$ cat src/rtl/sss_pkg.sv
package sss_pkg;

  localparam logic [2:0] PROTO_SDR = 3'b010;
  localparam logic [2:0] PROTO_DDR = 3'b011;

  // Settings latched when a transfer is accepted.
  typedef struct packed {
    logic       ddr;
    logic       ext;
    logic [1:0] wcode;
  } xfer_cfg_t;

endpackage

$ cat src/rtl/sss_sclk_sync.sv
module sss_sclk_sync #(
  parameter int STAGES = 2
) (
  input  logic clk,
  input  logic rst,
  input  logic sclk_i,
  output logic lvl_o,
  output logic prev_o
);

  logic [STAGES:0] pipe_q;

  always_ff @(posedge clk) begin
    if (rst) pipe_q <= '0;
    else     pipe_q <= {pipe_q[STAGES-1:0], sclk_i};
  end

  assign lvl_o  = pipe_q[STAGES-1];
  assign prev_o = pipe_q[STAGES];

endmodule

$ cat src/rtl/sss_edge_gen.sv
module sss_edge_gen (
  input  logic clk,
  input  logic rst,
  input  logic abort_i,
  input  logic active_i,
  input  logic src_ext_i,
  input  logic lvl_i,
  input  logic prev_i,
  output logic ev_o,
  output logic ev_rise_o,
  output logic strobe_o
);

  logic strobe_q;

  // One strobe edge event per qualifying cycle; the first external event must be a rise.
  always_comb begin
    ev_o      = 1'b0;
    ev_rise_o = 1'b0;
    if (active_i) begin
      if (!src_ext_i) begin
        ev_o      = 1'b1;
        ev_rise_o = ~strobe_q;
      end else if ((lvl_i != prev_i) && (lvl_i || strobe_q)) begin
        ev_o      = 1'b1;
        ev_rise_o = lvl_i;
      end
    end
  end

  always_ff @(posedge clk) begin
    if (rst || abort_i) strobe_q <= 1'b0;
    else if (ev_o)      strobe_q <= ev_rise_o;
  end

  assign strobe_o = strobe_q;

  assert_ext_no_early_fall_R8: assert property (@(posedge clk) disable iff (rst)
    (active_i && src_ext_i && !strobe_q && !abort_i && lvl_i == 1'b0) |=> !strobe_q);

endmodule

$ cat src/rtl/sss_lane_shifter.sv
module sss_lane_shifter #(
  parameter int DATA_W    = 16,
  parameter int MAX_LANES = 4,
  parameter int CODE_W    = 2
) (
  input  logic                 clk,
  input  logic                 rst,
  input  logic                 abort_i,
  input  logic                 load_i,
  input  logic [DATA_W-1:0]    word_i,
  input  logic [CODE_W-1:0]    wcode_i,
  input  logic                 launch_i,
  input  logic                 release_i,
  output logic [MAX_LANES-1:0] sdo_o,
  output logic [MAX_LANES-1:0] oe_o
);

  logic [DATA_W-1:0]    sreg_q;
  logic [MAX_LANES-1:0] sdo_q, oe_q, nxt_bits, lane_mask;
  int                   n_lanes;

  always_comb begin
    n_lanes   = 1 << wcode_i;
    lane_mask = '0;
    for (int i = 0; i < MAX_LANES; i++)
      if (i < n_lanes) lane_mask[i] = 1'b1;
  end

  // Lane k takes the bit k places below the top of the remaining word.
  for (genvar l = 0; l < MAX_LANES; l++) begin : g_lane
    assign nxt_bits[l] = (l < n_lanes) ? sreg_q[DATA_W-1-l] : 1'b0;
  end

  always_ff @(posedge clk) begin
    if (rst) begin
      sreg_q <= '0;
      sdo_q  <= '0;
      oe_q   <= '0;
    end else if (abort_i) begin
      sdo_q  <= '0;
      oe_q   <= '0;
    end else begin
      if (load_i) sreg_q <= word_i;
      if (launch_i) begin
        sdo_q  <= nxt_bits;
        oe_q   <= lane_mask;
        sreg_q <= sreg_q << n_lanes;
      end else if (release_i) begin
        sdo_q  <= '0;
        oe_q   <= '0;
      end
    end
  end

  assign sdo_o = sdo_q;
  assign oe_o  = oe_q;

  assert_oe_contiguous_R7: assert property (@(posedge clk) disable iff (rst)
    ((oe_q + 1'b1) & oe_q) == '0);
  assert_undriven_quiet_R7: assert property (@(posedge clk) disable iff (rst)
    (sdo_q & ~oe_q) == '0);

endmodule

$ cat src/rtl/sss_strobe_serializer.sv
module sss_strobe_serializer #(
  parameter int DATA_W      = 16,
  parameter int MAX_LANES   = 4,
  parameter int SYNC_STAGES = 2
) (
  input  logic                 clk,
  input  logic                 rst,
  input  logic                 start_i,
  input  logic                 cs_n_i,
  input  logic [DATA_W-1:0]    word_i,
  input  logic                 sclk_i,
  input  logic [2:0]           proto_i,
  input  logic [1:0]           width_i,
  input  logic                 src_ext_i,
  output logic                 strobe_o,
  output logic [MAX_LANES-1:0] sdo_o,
  output logic [MAX_LANES-1:0] sdo_oe_o,
  output logic                 busy_o,
  output logic                 done_o
);
  import sss_pkg::*;

  localparam int CODE_W = 2;
  localparam int CNT_W  = $clog2(2*DATA_W+1);

  xfer_cfg_t        cfg_q;
  logic             active_q, done_q;
  logic [CNT_W-1:0] cnt_q, total_edges;
  logic             sync_lvl, sync_prev, ev, ev_rise;
  logic             proto_ok, width_ok, start_ok, launch, last_edge;

  assign proto_ok  = (proto_i == PROTO_SDR) || (proto_i == PROTO_DDR);
  assign width_ok  = int'(32'd1 << width_i) <= MAX_LANES;
  assign start_ok  = start_i && !cs_n_i && !active_q && proto_ok && width_ok;

  always_comb begin
    if (cfg_q.ddr) total_edges = CNT_W'(DATA_W >> cfg_q.wcode);
    else           total_edges = CNT_W'((2*DATA_W) >> cfg_q.wcode);
  end

  assign launch    = ev && (ev_rise || cfg_q.ddr);
  assign last_edge = ev && (cnt_q == total_edges - 1'b1);

  sss_sclk_sync #(.STAGES(SYNC_STAGES)) u_sync (
    .clk(clk), .rst(rst), .sclk_i(sclk_i), .lvl_o(sync_lvl), .prev_o(sync_prev)
  );

  sss_edge_gen u_edge (
    .clk(clk), .rst(rst), .abort_i(cs_n_i), .active_i(active_q),
    .src_ext_i(cfg_q.ext), .lvl_i(sync_lvl), .prev_i(sync_prev),
    .ev_o(ev), .ev_rise_o(ev_rise), .strobe_o(strobe_o)
  );

  sss_lane_shifter #(.DATA_W(DATA_W), .MAX_LANES(MAX_LANES), .CODE_W(CODE_W)) u_shift (
    .clk(clk), .rst(rst), .abort_i(cs_n_i), .load_i(start_ok), .word_i(word_i),
    .wcode_i(cfg_q.wcode), .launch_i(launch), .release_i(done_q),
    .sdo_o(sdo_o), .oe_o(sdo_oe_o)
  );

  always_ff @(posedge clk) begin
    if (rst) begin
      cfg_q    <= '0;
      active_q <= 1'b0;
      done_q   <= 1'b0;
      cnt_q    <= '0;
    end else if (cs_n_i) begin
      active_q <= 1'b0;
      done_q   <= 1'b0;
      cnt_q    <= '0;
    end else begin
      done_q <= 1'b0;
      if (active_q) begin
        if (ev) begin
          cnt_q <= cnt_q + 1'b1;
          if (last_edge) begin
            active_q <= 1'b0;
            done_q   <= 1'b1;
          end
        end
      end else if (start_ok) begin
        cfg_q.ddr   <= proto_i[0];
        cfg_q.ext   <= src_ext_i;
        cfg_q.wcode <= width_i;
        active_q    <= 1'b1;
        cnt_q       <= '0;
      end
    end
  end

  assign busy_o = active_q;
  assign done_o = done_q;

  assert_idle_strobe_low_R1: assert property (@(posedge clk) disable iff (rst)
    !busy_o |-> !strobe_o);
  assert_cancel_clears_R9: assert property (@(posedge clk) disable iff (rst)
    cs_n_i |=> (!strobe_o && sdo_oe_o == '0 && !busy_o && !done_o));
  assert_done_single_R11: assert property (@(posedge clk) disable iff (rst)
    done_o |=> !done_o);
  assert_done_with_fall_R11: assert property (@(posedge clk) disable iff (rst)
    $rose(done_o) |-> ($fell(strobe_o) && !busy_o));
  assert_internal_toggle_R3: assert property (@(posedge clk) disable iff (rst)
    (busy_o && !cfg_q.ext && !cs_n_i) |=> (strobe_o != $past(strobe_o)));
  assert_cfg_held_R10: assert property (@(posedge clk) disable iff (rst)
    (busy_o && $past(busy_o)) |-> $stable(cfg_q));

endmodule

$ cat config.mk
export PLATFORM = sky130hd
export DESIGN_NAME = sss_strobe_serializer
export DESIGN_NICKNAME = d
export VERILOG_FILES = /design/src/rtl/sss_pkg.sv /design/src/rtl/sss_sclk_sync.sv /design/src/rtl/sss_edge_gen.sv /design/src/rtl/sss_lane_shifter.sv /design/src/rtl/sss_strobe_serializer.sv
export SDC_FILE = /design/constraint.sdc
export NUM_CORES = 1
export LEC_CHECK = 0
export ABC_AREA = 1
export BUFFER_PORTS_ARGS = -buffer_cell sky130_fd_sc_hd__buf_2
export CELL_PAD_IN_SITES_DETAIL_PLACEMENT = 0
export CELL_PAD_IN_SITES_GLOBAL_PLACEMENT = 1
export CORE_MARGIN = 3
export CORE_UTILIZATION = 44
export CTS_BUF_LIST = sky130_fd_sc_hd__clkbuf_8 sky130_fd_sc_hd__clkbuf_16
export DETAILED_ROUTE_END_ITERATION = 8
export PLACE_DENSITY = 0.93
export SLEW_MARGIN = 10
export SYNTH_ARGS = -nofsm -noshare
export SYNTH_HDL_FRONTEND = slang
export SYNTH_HIERARCHICAL = 1
export SYNTH_SLANG_ARGS = --single-unit
$ cat constraint.sdc
create_clock -name clk -period 5 [get_ports clk]
set_input_delay 0.5 -clock clk [delete_from_list [all_inputs] [get_ports clk]]
set_output_delay 0.5 -clock clk [all_outputs]
set_load 0.02 [all_outputs]
==> run metrics, run 1 <==
status complete, no violations; Hold EP u_sync/pipe_q[0]$_SDFF_PP0_; TritonCTS clock tree yes; H-Tree Depth 2; initial core utilization 0.4698; syn_nets between 400 and 500; Slew headroom 0.5160; initial antenna violation count 0; RD Place Congestion about 0.9; most used cell, CP nand2_1; grt peak-use layer met2; first-pass GRT wire length 12220 um; DRC 0; sequential fraction of the synthesis area 0.2796; Yosys cell types 37; Clock transition at path regs 0.08 ns; # Max-Cap Violations 0; post-CTS setup buffer count 0; PostCTS Resize Cnt 0; initial DRC count 175; share of cells above drive strength 1 0.2144; GR Overflow Total 0; Tot Pwr approximately 700 uW; setup slack, reg-to-reg 2.78 ns; Mapped Cells roughly 430; HPWL after DPL 5347 um; hold path startpoint sclk_i; skew final 0.006617 ns; DR vias/cell 5.222; IO Count 38; cell family with most CP delay simple AND/OR/NAND/NOR gates; worst setup path class flop to flop; Total GRT Usage 0.1999; CP Data Required Time between 5 and 6 ns; core area 6096 um^2; cell area power density 226.3 nW/um^2; Nets just under 500; most frequent cells in the layout 114 x nand2_1, 50 x nand3_1, 43 x nor2_1; DRT antenna net count 0; crit share post-route 0.4440; Slew Limit Fails 0; Setup Viol. Count Final 0; clk_lat worst skew just under 0.3 ns; FF+latch count, synth 40; commonest non-fill, non-tap cell in the layout nand2_1; Die Wd 86.68 um; Setup WS post-layout approximately 2.8 ns; yosys warns 6; vias in the first global route 2739; pre-CTS setup slack 2.788 ns; Cell Chain, Critical Path inv_1 > ha_1 > inv_6 > nand2_2 > nand3_1 > nand3_1 > nand2_1 > nor2_1 > nand2_1 > nand2_1 > a21oi_2; Max FO, Critical Path 16; Pleak 1.412 nW; RSZ-0062 raised after global routing no; Port Buffers 37; largest net degree at the start of global routing 28; GRT met2 Usage 0.3581; FF-to-FF path depth 11; routing usage on met3 0.03422; Syn Area/Cell 6.723 um^2; vias 2778; area of the multi-input gates 1764 um^2; Hold WC Path Type input pin to flop; Mapped Area 2864 um^2; final wirelength around 7000 um; Initial DRT Pass Iterations 4; Bufs and invs on worst path 2; worst slew pin tran between 0.7 and 0.8 ns; Crit-path slowest cell ha_1; CTS max path bufs 2; area delta synth->final 9.524%; met1 Use GR 0.2449; Final min period 2.220 ns; endpoints failing hold 0; chip height 86.68 um; Hold Path Cell Cnt 3; fillers 664; f_max 450.4 MHz; CTS buffer count 5; row cnt 28; CTS root buf clkbuf_8; Die ar. 7513 um^2; worst reg2reg path endpoint u_shift/sreg_q[13]$_SDFFE_PP0P_; post-route setup TNS 0 ns; crit start category flop; VDD IR max 0.1169 mV; wire per inst 13.10 um; clock sinks 40; Hold Buf Count CTS 0; reg-to-reg startpoint cfg_q[1]$_SDFFE_PP0P_; Largest stage delay, worst path 0.64 ns; # diodes 0; Sequential Area 800.8 um^2; Critical Path AT 2.39 ns; CP endpoint kind flop
==> worst max path at each step <==
stage | from | slack, ns | depth (start not counted) | endpoint
after floorplan | cfg_q[0]$_SDFFE_PP0P_ | 3.17 | 10 | busy_o$_SDFF_PP0_
after global placement | cfg_q[1]$_SDFFE_PP0P_ | 2.83 | 11 | u_shift/sreg_q[14]$_SDFFE_PP0P_
after detailed placement | cfg_q[1]$_SDFFE_PP0P_ | 2.79 | 11 | u_shift/sreg_q[13]$_SDFFE_PP0P_
after CTS | cfg_q[1]$_SDFFE_PP0P_ | 2.78 | 11 | u_shift/sreg_q[13]$_SDFFE_PP0P_
after global routing | busy_o$_SDFF_PP0_ | 2.51 | 11 | u_shift/sreg_q[9]$_SDFFE_PP0P_
final | cfg_q[1]$_SDFFE_PP0P_ | 2.78 | 11 | u_shift/sreg_q[13]$_SDFFE_PP0P_
==> sequential cells by signal (all words and copies together) (netlist names) <==
register	count
u_shift/sdo_o	4
cnt_q	6
u_edge/strobe_o	1
u_sync/pipe_q	3
cfg_q	4
u_shift/sreg_q	16
u_shift/oe_o	4
done_o	1
busy_o	1
==> tightest hold or removal path, delay by kind of cell <==
family | cells | cell delay (ns)
buffers and inverters | 2 | 0.10
AND/OR/NAND/NOR | 1 | 0.06
==> report_power, final <==
| part | total (mW) | internal [mW] | switching (mW) |
|---|---|---|---|
| Combinational | 0.0729 | 0.0260 | 0.0469 |
| Sequential | 0.327 | 0.322 | 0.00456 |
| Clock | 0.310 | 0.197 | 0.114 |
| Total | 0.710 | 0.545 | 0.165 |
==> synthesized netlist by cell type <==
cell type,instances,area [um^2]
ha_1,12,150.1
a21boi_0,1,7.510
clkbuf_8,1,13.76
inv_1,32,120.1
nand3_2,12,120.1
buf_6,6,67.56
dfxtp_1,40,800.8
nor2_1,44,165.2
nor2_2,4,25.02
o31ai_2,1,12.51
clkbuf_1,3,11.26
buf_2,1,5.000
nand4_4,1,21.27
o21ai_0,17,85.08
nand2_2,14,87.58
o21ai_1,3,15.01
nor3_1,1,5.000
nand3b_4,1,20.02
nand3b_1,2,15.01
nand2_4,2,22.52
inv_2,4,15.01
buf_12,2,40.04
xnor2_1,1,8.760
nand2_1,114,427.9
a21oi_2,6,52.55
xor2_1,3,26.28
nor2_4,1,11.26
nor3_2,1,10.01
or2_2,2,12.51
clkinv_1,1,3.750
nand4_1,3,18.77
and2_4,1,8.760
nand3_1,50,250.2
inv_6,2,17.52
buf_4,1,7.510
o211ai_1,1,7.510
a21oi_1,35,175.2
==> per-layer routing <==
layer  part of all wire  wire length [um]
met5                  0                 0
met3              0.035               247
met2               0.51              3579
met1               0.44              3071
met4              0.010                72
==> logic make-up (layout without fill, tap and decap cells) <==
family,after synthesis,after routing,synth area share
flops,40,40,0.2796
simple gates,253,253,0.4264
fa+ha+maj,12,12,0.05242
buf+inv,53,84,0.1053
compound gates,64,64,0.1241
xor+xnor,4,4,0.01223
==> stage by stage <==
stage               utilization  area (um^2)  hold slack (ns)  std cells
CTS                      0.5146         3137           0.4037        532
detailed placement       0.4934         3008           0.4076        525
floorplan                     -         2864           0.3883        426
finish                   0.5146         3137           0.4091        532
global route             0.5146         3137           0.4181        532
global placement         0.4934         3008           0.3916        525
==> layout make-up <==
cell class	count	area share
inverters	39	0.04986
multi-input cells	333	0.5624
well taps	75	0.02992
clock buffers	5	0.02194
flip-flops and latches	40	0.2553
clock inverters	2	0.01915
repair buffers	38	0.06143
No activity file was read; power rests on OpenSTA's default activity.
==> run 2, diff against run 1 <==
Settings changed: ABC_AREA 1 to 0, CORE_UTILIZATION 44 to 40, PLACE_DENSITY 0.93 to 0.85.
Clock period 5 ns to 2 ns, I/O delays scaled along.
==> run metrics, run 2 <==
initial antenna violation count 0; design internal power ~1.2 mW; Top Registers u_shift/sreg_q x16, cnt_q x6; Sequential Area 808.3 um^2; Synth async-reset ratio 0; clock sinks 40; RSZ-0062 raised after global routing yes; most frequent cell after synthesis dfxtp_1; RD Place Congestion 0.9246; first-pass GRT wire length 11300 um; Syn Area/Cell about 8.9 um^2; Synth area leaders dfxtp_1 29%, mux2i_1 8.4%, mux4_2 6.6%, ha_1 5.5%, nor2_1 4.9%; CTS max path bufs 2; endpoints failing hold 0; FF-to-FF path depth 6; GR Overflow Total 0; Die Wd slightly below 90 um; syn_nets 347; initial DRC count 139; largest net degree at the start of global routing 28; DRT antenna net count 0; Max FO, Critical Path 6; Yosys cell types 64; wire per inst 15.96 um; area of the multi-input gates around 1900 um^2; Clock transition at path regs 0.08 ns; CP endpoint kind flop; Hold Buf Count CTS 0; Largest register FFs 16; crit share post-route 1.004; Setup Viol. Count Final 1; FF+latch count, synth 40; DRC 0; Pleak 1.278 nW; most frequent cells in the layout 37 x buf_2, 36 x dfxtp_1, 34 x nor2_1; sequential fraction of the synthesis area 0.2925; TritonCTS clock tree yes; Tot Pwr 1.535 mW; initial core utilization 0.4215; post-synth top area share 0.2925; Post-synth top cells 40 x dfxtp_1, 36 x nor2_1, 23 x mux2i_1; instance area at placement 3146 um^2; Psw around 380 uW; CTS buffer count 5; Mapped Area 2738 um^2; Most flops, register u_shift/sreg_q; fillers 620; skew final 0.006163 ns; largest area contributor in the synthesized netlist dfxtp_1; Final min period 2.009 ns; row cnt 29; Die ar. 7873 um^2; Port Buffers 37; clk_lat worst skew 0.30 ns; CTS root buf clkbuf_8; Mapped Cells 308; clock power share 0.362; # diodes 0; final cell count without fillers around 450; Initial DRT Pass Iterations 4; Sequential Power Share 0.531; sw frac 0.2464; worst slew pin tran 0.5219 ns; core area 6495 um^2; Slew headroom 0.6520; Hold Slack 0.1219 ns; Setup WS post-layout -0.008562 ns; HPWL after DPL 5093 um; crit start category flop; EDFF count, synth 0; worst setup path class flop to flop; DR vias/cell between 5 and 6; Comb power frac 0.106; placed insts 430; share of cells above drive strength 1 0.3234; CP Data Required Time 2.22 ns; # Max-Cap Violations 0; yosys warns 6; cell area power density about 450 nW/um^2; f_max about 500 MHz; Hold Path Cell Cnt 2; VDD IR max between 0.2 and 0.25 mV; vias in the first global route 2320; violated checks negative setup slack; Total GRT Usage 0.1825; status complete, but fails checks; Critical Path AT around 2.2 ns; H-Tree Depth 2; area delta synth->final 24.77%; Hold WC Path Type input pin to flop; final wirelength between 7000 and 8000 um; chip height 88.73 um; Nets 406; vias 2546; commonest non-fill, non-tap cell in the layout buf_2; Slew Limit Fails 0; Synth Flop Type dfxtp_1; IO Count 38; pre-CTS setup slack -0.03865 ns; Design Area, Final 3416 um^2
## run 2: final timing paths
kind                                                  start                         endpoint  slack, ns
worst min-delay path                                 sclk_i      u_sync/pipe_q[0]$_SDFF_PP0_       0.12
worst min register to register  u_sync/pipe_q[0]$_SDFF_PP0_      u_sync/pipe_q[1]$_SDFF_PP0_       0.44
worst max-delay path                  cfg_q[0]$_SDFFE_PP0P_  u_shift/sreg_q[11]$_SDFFE_PP0P_     -0.009
worst max register to register        cfg_q[0]$_SDFFE_PP0P_  u_shift/sreg_q[11]$_SDFFE_PP0P_     -0.009
## run 2: kinds of logic after synthesis
kind of cell / Yosys count / synth area share
adder cells (fa/ha/maj): 12 / 0.05484
XOR/XNOR: 6 / 0.01920
buffers and inverters: 29 / 0.04935
AO/OA/AOI/OAI: 75 / 0.2020
multiplexers: 37 / 0.1746
flip-flops: 40 / 0.2925
AND/OR/NAND/NOR: 109 / 0.2075
## run 2: critical path, stage by stage (launching register included)
cell and delay [ns]:
dfxtp_4 0.38, buf_6 0.13, ha_4 0.17, mux2i_2 0.15
mux4_2 0.48, or3_4 0.38, a311oi_2 0.23
## run 2: final cells by class
class,count,share of cell area
Multi-Input combinational cell,239,0.5597
Timing Repair Buffer,69,0.1344
Sequential cell,40,0.2366
Clock buffer,6,0.02418
Tap cell,77,0.02821
Clock inverter,2,0.002198
Inverter,12,0.01465
## run 2: timing repair
action                                  in CTS  in global routing
pin swaps                                    1                  5
setup buffers                                2                  4
endpoints found under the setup margin       3                 16
gates resized for setup                      3                 25
gates cloned                                 0                  1
endpoints found under the hold margin        0                  0
## run 2: metal layers
layer / track usage / vias to the layer above / wire length, um
li1: - / 1245 / -
met1: 0.2500 / 1214 / 3300
met2: 0.2834 / 73 / 3287
met3: 0.03352 / 14 / 367
met4: 0.07143 / 0 / 146
met5: 0 / - / 0
## run 2: metrics by stage
stage	utilization	setup TNS (ns)
global route	0.5259	-0.2654
global placement	0.4843	0
finish	0.5259	-0.008562
detailed placement	0.4843	-0.05961
CTS	0.5016	0
floorplan	-	0
## run 2: power by group through the flow
stage | logic (mW) | clock network [mW] | registers (mW)
floorplan | 0.0896 | 0 | 0.832
global placement | 0.148 | 0 | 0.834
detailed placement | 0.149 | 0 | 0.834
CTS | 0.151 | 0.574 | 0.815
global route | 0.179 | 0.606 | 0.817
finish | 0.163 | 0.556 | 0.815
